$ cat config.mk
export PLATFORM = sky130hd
export DESIGN_NAME = spi_fifo_master
export DESIGN_NICKNAME = d
export VERILOG_FILES = /design/src/rtl/spim_pkg.sv /design/src/rtl/spim_fifo.sv /design/src/rtl/spim_datapath.sv /design/src/rtl/spim_ctrl.sv /design/src/rtl/spi_fifo_master.sv
export SDC_FILE = /design/constraint.sdc
export NUM_CORES = 1
export LEC_CHECK = 0
export BUFFER_PORTS_ARGS = -buffer_cell sky130_fd_sc_hd__buf_2
export CAP_MARGIN = 20
export CORE_MARGIN = 5
export CORE_UTILIZATION = 55
export CTS_CLUSTER_DIAMETER = 120
export DETAILED_ROUTE_END_ITERATION = 8
export PLACE_DENSITY = 0.73
export RECOVER_POWER = 100
export SLEW_MARGIN = 10
export SYNTH_ARGS = -nofsm -noshare
export SYNTH_HDL_FRONTEND = slang
export SYNTH_SLANG_ARGS = --single-unit
$ cat constraint.sdc
create_clock -name clk -period 9.4 [get_ports clk]
set_clock_uncertainty 0.05 [all_clocks]
set_input_delay 1.41 -clock clk [delete_from_list [all_inputs] [get_ports clk]]
set_output_delay 1.41 -clock clk [all_outputs]
set_load 0.01 [all_outputs]
$ cat src/rtl/spim_pkg.sv
package spim_pkg;
  typedef enum logic [1:0] {ST_IDLE, ST_LEAD, ST_SHIFT, ST_GAP} spimState_e;

  // strobes from the control FSM to the shift datapath
  typedef struct packed {
    logic load;    // take a new word from the transmit FIFO
    logic sample;  // capture MISO (rising SCK)
    logic shift;   // advance MOSI (falling SCK)
  } spimStrobe_t;
endpackage

$ cat src/rtl/spim_fifo.sv
module spim_fifo #(
  parameter int WIDTH = 32,
  parameter int DEPTH = 4
) (
  input  logic             clk,
  input  logic             rstN,
  input  logic             push,
  input  logic [WIDTH-1:0] wrData,
  input  logic             pop,
  output logic [WIDTH-1:0] rdData,
  output logic             full,
  output logic             empty
);
  localparam int PTR_W = (DEPTH > 1) ? $clog2(DEPTH) : 1;
  localparam int CNT_W = $clog2(DEPTH + 1);

  logic [WIDTH-1:0] mem [DEPTH];
  logic [PTR_W-1:0] wrPtr, rdPtr;
  logic [CNT_W-1:0] count;
  logic doPush, doPop;

  assign full   = (count == CNT_W'(DEPTH));
  assign empty  = (count == '0);
  assign doPush = push && !full;
  assign doPop  = pop && !empty;
  assign rdData = mem[rdPtr];

  function automatic logic [PTR_W-1:0] nextPtr(input logic [PTR_W-1:0] p);
    return (p == PTR_W'(DEPTH - 1)) ? '0 : p + PTR_W'(1);
  endfunction

  always_ff @(posedge clk or negedge rstN) begin
    if (!rstN) begin
      wrPtr <= '0;
      rdPtr <= '0;
      count <= '0;
    end else begin
      if (doPush) wrPtr <= nextPtr(wrPtr);
      if (doPop)  rdPtr <= nextPtr(rdPtr);
      if (doPush && !doPop)      count <= count + CNT_W'(1);
      else if (doPop && !doPush) count <= count - CNT_W'(1);
    end
  end

  always_ff @(posedge clk) begin
    if (doPush) mem[wrPtr] <= wrData;
  end

  assert_no_overflow_R10: assert property (@(posedge clk) disable iff (!rstN)
    count <= CNT_W'(DEPTH));
  assert_full_push_ignored_R10: assert property (@(posedge clk) disable iff (!rstN)
    (push && full && !pop) |=> (count == $past(count)));
  assert_empty_pop_ignored_R10: assert property (@(posedge clk) disable iff (!rstN)
    (pop && empty && !push) |=> empty);
endmodule

$ cat src/rtl/spim_datapath.sv
module spim_datapath
  import spim_pkg::*;
#(
  parameter int DATA_W = 32
) (
  input  logic              clk,
  input  logic              rstN,
  input  spimStrobe_t       strb,
  input  logic [DATA_W-1:0] txWord,
  input  logic              miso,
  output logic              mosi,
  output logic [DATA_W-1:0] rxWord
);
  logic [DATA_W-1:0] txShift, rxShift;

  always_ff @(posedge clk or negedge rstN) begin
    if (!rstN) begin
      txShift <= '0;
      rxShift <= '0;
    end else begin
      if (strb.load)       txShift <= txWord;
      else if (strb.shift) txShift <= {txShift[DATA_W-2:0], 1'b0};
      if (strb.sample)     rxShift <= {rxShift[DATA_W-2:0], miso};
    end
  end

  assign mosi   = txShift[DATA_W-1];
  assign rxWord = rxShift;
endmodule

$ cat src/rtl/spim_ctrl.sv
module spim_ctrl
  import spim_pkg::*;
#(
  parameter int DATA_W = 32,
  parameter int DIV_W  = 8,
  parameter int DLY_W  = 8
) (
  input  logic             clk,
  input  logic             rstN,
  input  logic             txEnable,
  input  logic             rxEnable,
  input  logic [DIV_W-1:0] halfDiv,
  input  logic [DLY_W-1:0] leadDelay,
  input  logic [DLY_W-1:0] gapDelay,
  input  logic             txEmpty,
  input  logic             rxFull,
  output spimStrobe_t      strb,
  output logic             txPop,
  output logic             rxPush,
  output logic             sck,
  output logic             ssN,
  output logic             busy
);
  localparam int CNT_W = (DIV_W > DLY_W) ? DIV_W : DLY_W;
  localparam int BIT_W = $clog2(DATA_W + 1);

  spimState_e state, stateN;
  logic [CNT_W-1:0] cnt, cntN;
  logic [BIT_W-1:0] bitCnt, bitN;
  logic sckQ, sckN, ssQ, ssNext, startOk;

  assign startOk = txEnable && !txEmpty && !(rxEnable && rxFull);

  always_comb begin
    stateN = state;
    cntN   = cnt;
    bitN   = bitCnt;
    sckN   = sckQ;
    ssNext = ssQ;
    strb   = '0;
    txPop  = 1'b0;
    rxPush = 1'b0;
    case (state)
      ST_IDLE: if (startOk) begin
        txPop     = 1'b1;
        strb.load = 1'b1;
        ssNext    = 1'b0;
        cntN      = CNT_W'(leadDelay);
        stateN    = ST_LEAD;
      end
      ST_LEAD: if (cnt == '0) begin
        stateN = ST_SHIFT;
        cntN   = CNT_W'(halfDiv);
        bitN   = '0;
      end else cntN = cnt - CNT_W'(1);
      ST_SHIFT: if (cnt != '0) cntN = cnt - CNT_W'(1);
      else if (!sckQ) begin
        sckN        = 1'b1;
        strb.sample = 1'b1;
        bitN        = bitCnt + BIT_W'(1);
        cntN        = CNT_W'(halfDiv);
      end else begin
        sckN = 1'b0;
        cntN = CNT_W'(halfDiv);
        if (bitCnt == BIT_W'(DATA_W)) begin
          rxPush = rxEnable;
          ssNext = 1'b1;
          cntN   = CNT_W'(gapDelay);
          stateN = ST_GAP;
        end else strb.shift = 1'b1;
      end
      ST_GAP: if (cnt == '0) stateN = ST_IDLE;
      else cntN = cnt - CNT_W'(1);
      default: stateN = ST_IDLE;
    endcase
  end

  always_ff @(posedge clk or negedge rstN) begin
    if (!rstN) begin
      state  <= ST_IDLE;
      cnt    <= '0;
      bitCnt <= '0;
      sckQ   <= 1'b0;
      ssQ    <= 1'b1;
    end else begin
      state  <= stateN;
      cnt    <= cntN;
      bitCnt <= bitN;
      sckQ   <= sckN;
      ssQ    <= ssNext;
    end
  end

  assign sck  = sckQ;
  assign ssN  = ssQ;
  assign busy = (state != ST_IDLE);

  assert_sck_in_frame_R2: assert property (@(posedge clk) disable iff (!rstN)
    ssN |-> !sck);
  assert_start_gated_R3: assert property (@(posedge clk) disable iff (!rstN)
    $fell(ssN) |-> $past(txEnable && !txEmpty && !(rxEnable && rxFull)));
  assert_push_at_frame_end_R7: assert property (@(posedge clk) disable iff (!rstN)
    rxPush |=> ($rose(ssN) && !sck));
endmodule

$ cat src/rtl/spi_fifo_master.sv
module spi_fifo_master
  import spim_pkg::*;
#(
  parameter int DATA_W  = 32,
  parameter int TX_DEPTH = 4,
  parameter int RX_DEPTH = 4,
  parameter int DIV_W   = 8,
  parameter int DLY_W   = 8
) (
  input  logic              clk,
  input  logic              rstN,
  input  logic              txEnable,
  input  logic              rxEnable,
  input  logic [DIV_W-1:0]  halfDiv,
  input  logic [DLY_W-1:0]  leadDelay,
  input  logic [DLY_W-1:0]  gapDelay,
  input  logic              txPush,
  input  logic [DATA_W-1:0] txData,
  output logic              txEmpty,
  input  logic              rxPop,
  output logic [DATA_W-1:0] rxData,
  output logic              rxNotEmpty,
  output logic              rxFull,
  output logic              busy,
  output logic              sck,
  output logic              mosi,
  input  logic              miso,
  output logic              ssN
);
  spimStrobe_t strb;
  logic txPop, rxPush, txFull, rxEmpty;
  logic [DATA_W-1:0] txHead, rxWord;

  spim_fifo #(.WIDTH(DATA_W), .DEPTH(TX_DEPTH)) u_txFifo (
    .clk(clk), .rstN(rstN), .push(txPush), .wrData(txData), .pop(txPop),
    .rdData(txHead), .full(txFull), .empty(txEmpty));

  spim_fifo #(.WIDTH(DATA_W), .DEPTH(RX_DEPTH)) u_rxFifo (
    .clk(clk), .rstN(rstN), .push(rxPush), .wrData(rxWord), .pop(rxPop),
    .rdData(rxData), .full(rxFull), .empty(rxEmpty));

  spim_ctrl #(.DATA_W(DATA_W), .DIV_W(DIV_W), .DLY_W(DLY_W)) u_ctrl (
    .clk(clk), .rstN(rstN), .txEnable(txEnable), .rxEnable(rxEnable),
    .halfDiv(halfDiv), .leadDelay(leadDelay), .gapDelay(gapDelay),
    .txEmpty(txEmpty), .rxFull(rxFull), .strb(strb), .txPop(txPop),
    .rxPush(rxPush), .sck(sck), .ssN(ssN), .busy(busy));

  spim_datapath #(.DATA_W(DATA_W)) u_dp (
    .clk(clk), .rstN(rstN), .strb(strb), .txWord(txHead), .miso(miso),
    .mosi(mosi), .rxWord(rxWord));

  assign rxNotEmpty = !rxEmpty;

  assert_mosi_steady_R1: assert property (@(posedge clk) disable iff (!rstN)
    sck |-> $stable(mosi));
  assert_tx_full_push_R10: assert property (@(posedge clk) disable iff (!rstN)
    (txPush && txFull && !txPop) |=> !txEmpty);
endmodule

==> results by stage <==
Cells and area:
- The number of antenna diodes in the final layout is 0.
- After the last flow step, the layout net total stands at roughly 1000.
- The area of combinational cells with multiple inputs is 3797 um^2.
- At the end of the flow the core is filled with cells to 0.6371.
- The layout filler cell count is roughly 1800.
- The storage element area is around 10000 um^2.
- Relative to the synthesized area, the layout overhead comes to 13.99%.
- The proportion of layout cells with a drive suffix above 1 is 0.2395.

Routing:
- Summed over all layers, the routed wires come to 24920 um.
- The detail route stage leaves a number of antenna-violating nets equal to 0.
- After detailed routing, the number of remaining DRC violations is 0.
- Dividing the detail-routed via count by the number of cells gives 5.619.
- The vias after detailed routing is ~7000.
- The number of DRC markers after the initial detailed-route iteration is roughly 610.
- Dividing the detail-routed wire length by the instance count gives between 15 and 20 um.
- The first detailed-routing pass took 5 iterations.

Clock tree:
- The number of buffers between clock root and the deepest sink is 3.
- The post-cts gate resize count is 0.
- The root cell of the clock tree is sky130_fd_sc_hd__clkbuf_16.
- The deepest level of the CTS H-tree is 2.
- The post-CTS clock slew at the launch and capture registers of the worst setup and hold paths is ~60 ps.
- The tree built by TritonCTS fans out to ~350 sinks.
- TritonCTS created 36 clock buffers.
- The TritonCTS clock tree is yes.
- The clock latency at the later pin of the worst-skew pair is 500 ps.
- The total of hold buffers inserted after clock tree synthesis is 0.
- Once the clock tree was built, the setup fixing pass inserted 0 buffers.

Floorplanning:
- The overall die area is between 20000 and 30000 um^2.
- The number of top-level design ports is between 100 and 150.
- Measured along the x axis, the die boundary spans approximately 170 um.
- The overall die height is between 150 and 200 um.
- The number of placement rows is 58.
- The region available for standard cell placement spans roughly 25000 um^2.
- The initial cell density of the core is 0.5590.

Global route:
- The sum of overflow across all layers after global routing is 0.
- For this run, the total global-route usage over all layers was measured as 0.1772.
- The via count of the first global-routing pass is between 7000 and 8000.
- The first global-routing pass estimated just over 40000 um of wire.
- The number of antenna violations at the first check in global routing is 0.
- The largest net degree at the start of global routing is 57.

Yosys:
- Synthesis handed over a netlist of 803 instances.
- After synthesis, the most frequently instantiated cells are sky130_fd_sc_hd__edfxtp_1, sky130_fd_sc_hd__nand2_1, sky130_fd_sc_hd__dfrtp_1.
- The library cell with the largest summed area after synthesis is sky130_fd_sc_hd__edfxtp_1.
- The total number of yosys warnings is 0.
- The primary flip-flop cell chosen by synthesis mapping is sky130_fd_sc_hd__edfxtp_1.
- The number of enable-type register cells in the synthesized netlist is approximately 260.
- Averaged over all synthesized cells, the footprint is approximately 18 um^2.
- The area fraction of the dominant cell type after synthesis is 0.5446.
- In this run, synthesis produced a sequential element count of 352.
- The post-synthesis sequential area ratio is 0.7149.
- The net count after synthesis is 887.
- Yosys attributes the largest share of cell area to sky130_fd_sc_hd__edfxtp_1, sky130_fd_sc_hd__dfrtp_1, sky130_fd_sc_hd__mux4_2, sky130_fd_sc_hd__mux2_2, sky130_fd_sc_hd__nand2_1.
- The synthesized netlist occupies a cell area of 14120 um^2.
- The count of distinct cell types in the synthesized netlist is 58.
- By instance count, the leading cell after synthesis is sky130_fd_sc_hd__edfxtp_1.
- The async set-or-reset flop fraction in the synthesized netlist is 0.2727.

Flow run:
- The number of max-cap violations is 13.

Power:
- The worst voltage drop across the vdd grid is a little under 0.2 mV.
- Dividing total power by cell area gives a power density of about 280 nW/um^2.
- Summed over all cells, the static leakage comes to just over 6 nW.

Place:
- The half-perimeter wire length of the detailed placement result is approximately 15000 um.
- Input and output buffers added on the ports amount to around 100.
- At the end of routability-driven placement, the weighted congestion stood at 0.8817.

Worst setup path:
- The critical path goes through buf_2, nor4bb_1, nor3_4, clkbuf_1, a21oi_1, mux2_2.
- The critical path in this run is classified as in -> reg.
- Among all stages on the critical path, the largest delay is contributed by sky130_fd_sc_hd__a21oi_1.
- The endpoint class of the critical path is a flop.
- The top fanout value on the critical path is 36.
- Data on the critical path is required at its endpoint by 9730 ps.
- The launching element type of the critical path is an input pin.
- For this run, the slowest stage of the critical path takes roughly 2600 ps.
- At the worst endpoint, the arrival time is around 6000 ps.

Timing:
- The total negative slack is 0 ps.
- The final number of max-transition violations is between 400 and 500.
- At the pin with the least slew margin, the transition time is 2998 ps.
- In this run the tightest slew margin relative to its limit is -0.9989.
- The number of failing setup endpoints in the final timing report is 0.
- In the finished design, the share of the clock period the worst path needs comes to 0.6045.
- For the finished layout, the period the worst path requires is 5682 ps.
- The hold violation count in the final report is 0.
- The maximum clock frequency is roughly 180 MHz.
- Setup repair after global routing left no endpoint under its margin.

Outcome:
- The flow ran to the end, but the final reports show violations.
- The final reports fail on max-capacitance violations, max-slew violations.

Min path:
- The worst hold-check path type is reg -> reg.
==> worst paths after layout <==
path / start / cells past startpoint / to / slack [ps]
worst max-delay path: rxEnable / 6 / u_dp.txShift[15]$_DFFE_PN0P_ / 3720
worst max register to register: u_rxFifo.count[0]$_DFFE_PN0P_ / 5 / u_dp.txShift[15]$_DFFE_PN0P_ / 4260
min in group asynchronous: rstN / 1 / u_dp.rxWord[9]$_DFFE_PN0P_ / 1610
max in group asynchronous: rstN / 2 / u_txFifo.rdPtr[0]$_DFFE_PN0P_ / 5850
worst min-delay path: u_rxFifo.count[2]$_DFFE_PN0P_ / 1 / u_rxFifo.count[2]$_DFFE_PN0P_ / 440
worst min register to register: u_rxFifo.count[2]$_DFFE_PN0P_ / 1 / u_rxFifo.count[2]$_DFFE_PN0P_ / 440
==> cell usage in the layout, fill, tap and decap left out, types with 5 or more instances in the layout <==
cell type / count
sky130_fd_sc_hd__edfxtp_1: 256
sky130_fd_sc_hd__nand2_1: 113
sky130_fd_sc_hd__dfrtp_1: 93
sky130_fd_sc_hd__clkbuf_1: 86
sky130_fd_sc_hd__mux2_2: 69
sky130_fd_sc_hd__mux4_2: 64
sky130_fd_sc_hd__clkbuf_16: 38
sky130_fd_sc_hd__buf_2: 31
sky130_fd_sc_hd__nor2_1: 19
sky130_fd_sc_hd__ha_1: 19
sky130_fd_sc_hd__inv_1: 18
sky130_fd_sc_hd__o21ai_0: 15
sky130_fd_sc_hd__nor3_1: 9
sky130_fd_sc_hd__a21oi_1: 9
sky130_fd_sc_hd__clkinv_2: 8
sky130_fd_sc_hd__a221oi_1: 7
sky130_fd_sc_hd__and2_0: 6
sky130_fd_sc_hd__xor2_1: 6
sky130_fd_sc_hd__bufinv_16: 6
sky130_fd_sc_hd__clkinv_1: 5
sky130_fd_sc_hd__xnor2_1: 5
==> where the power goes <==
group / internal, mW / leakage (nW) / total, mW / switching, mW
combinational: 0.469 / 1.71 / 0.911 / 0.442
sequential: 1.91 / 3.76 / 2.05 / 0.143
clock: 0.909 / 0.604 / 1.46 / 0.552
==> layout make-up <==
cell class              count  share of cell area
clock buffers              44             0.06112
clock inverters            20             0.01555
inverters                  19            0.004432
multi-input cells         398              0.2360
flip-flops and latches    352              0.6273
well taps                 330             0.02566
repair buffers            115             0.02994
==> sequential cells by signal, indices dropped and copies added, names as in the netlist, 3 cells and up <==
signal	count
u_rxFifo.mem	128
u_txFifo.mem	128
u_dp.rxWord	32
u_dp.txShift	32
u_ctrl.cnt	8
u_ctrl.bitCnt	6
u_rxFifo.count	3
u_txFifo.count	3
==> stage by stage <==
| step | total power [mW] | hold slack (ps) | instance area [um^2] | setup slack, ps | cells |
|---|---|---|---|---|---|
| 2_1_floorplan | 2.754 | 410.2 | 14120 | 5892 | 803 |
| 3_3_place_gp | 2.984 | 434.5 | 15030 | 5485 | 1214 |
| 3_5_place_dp | 3.012 | 438.6 | 15030 | 5409 | 1214 |
| 4_1_cts | 4.479 | 454.7 | 16260 | 5536 | 1278 |
| 5_1_grt | 4.658 | 461.6 | 16090 | 3195 | 1278 |
| 6_report | 4.425 | 444.0 | 16090 | 3718 | 1278 |
==> worst max-delay path: cells and delay by family <==
kind | cells | cell delay (ps)
compound gates | 1 | 2550
buf+inv | 2 | 850
mux | 1 | 490
simple gates | 2 | 690
==> routing by layer <==
layer	up-vias	global-route usage	wire length (um)
li1	3320	-	-
met1	3630	0.2476	10610
met2	192	0.2976	12680
met3	39	0.02718	1188
met4	0	0.04549	437
met5	-	0	0
==> cells by family after synthesis <==
family                   share of synthesized area
flip-flops                                  0.7149
AND/OR/NAND/NOR                            0.05628
multiplexers                                0.1595
AO/OA/AOI/OAI                              0.02757
buffers and inverters                      0.01533
adder cells (fa/ha/maj)                    0.01968
XOR/XNOR                                  0.006825
No activity file was read; power rests on OpenSTA's default activity.
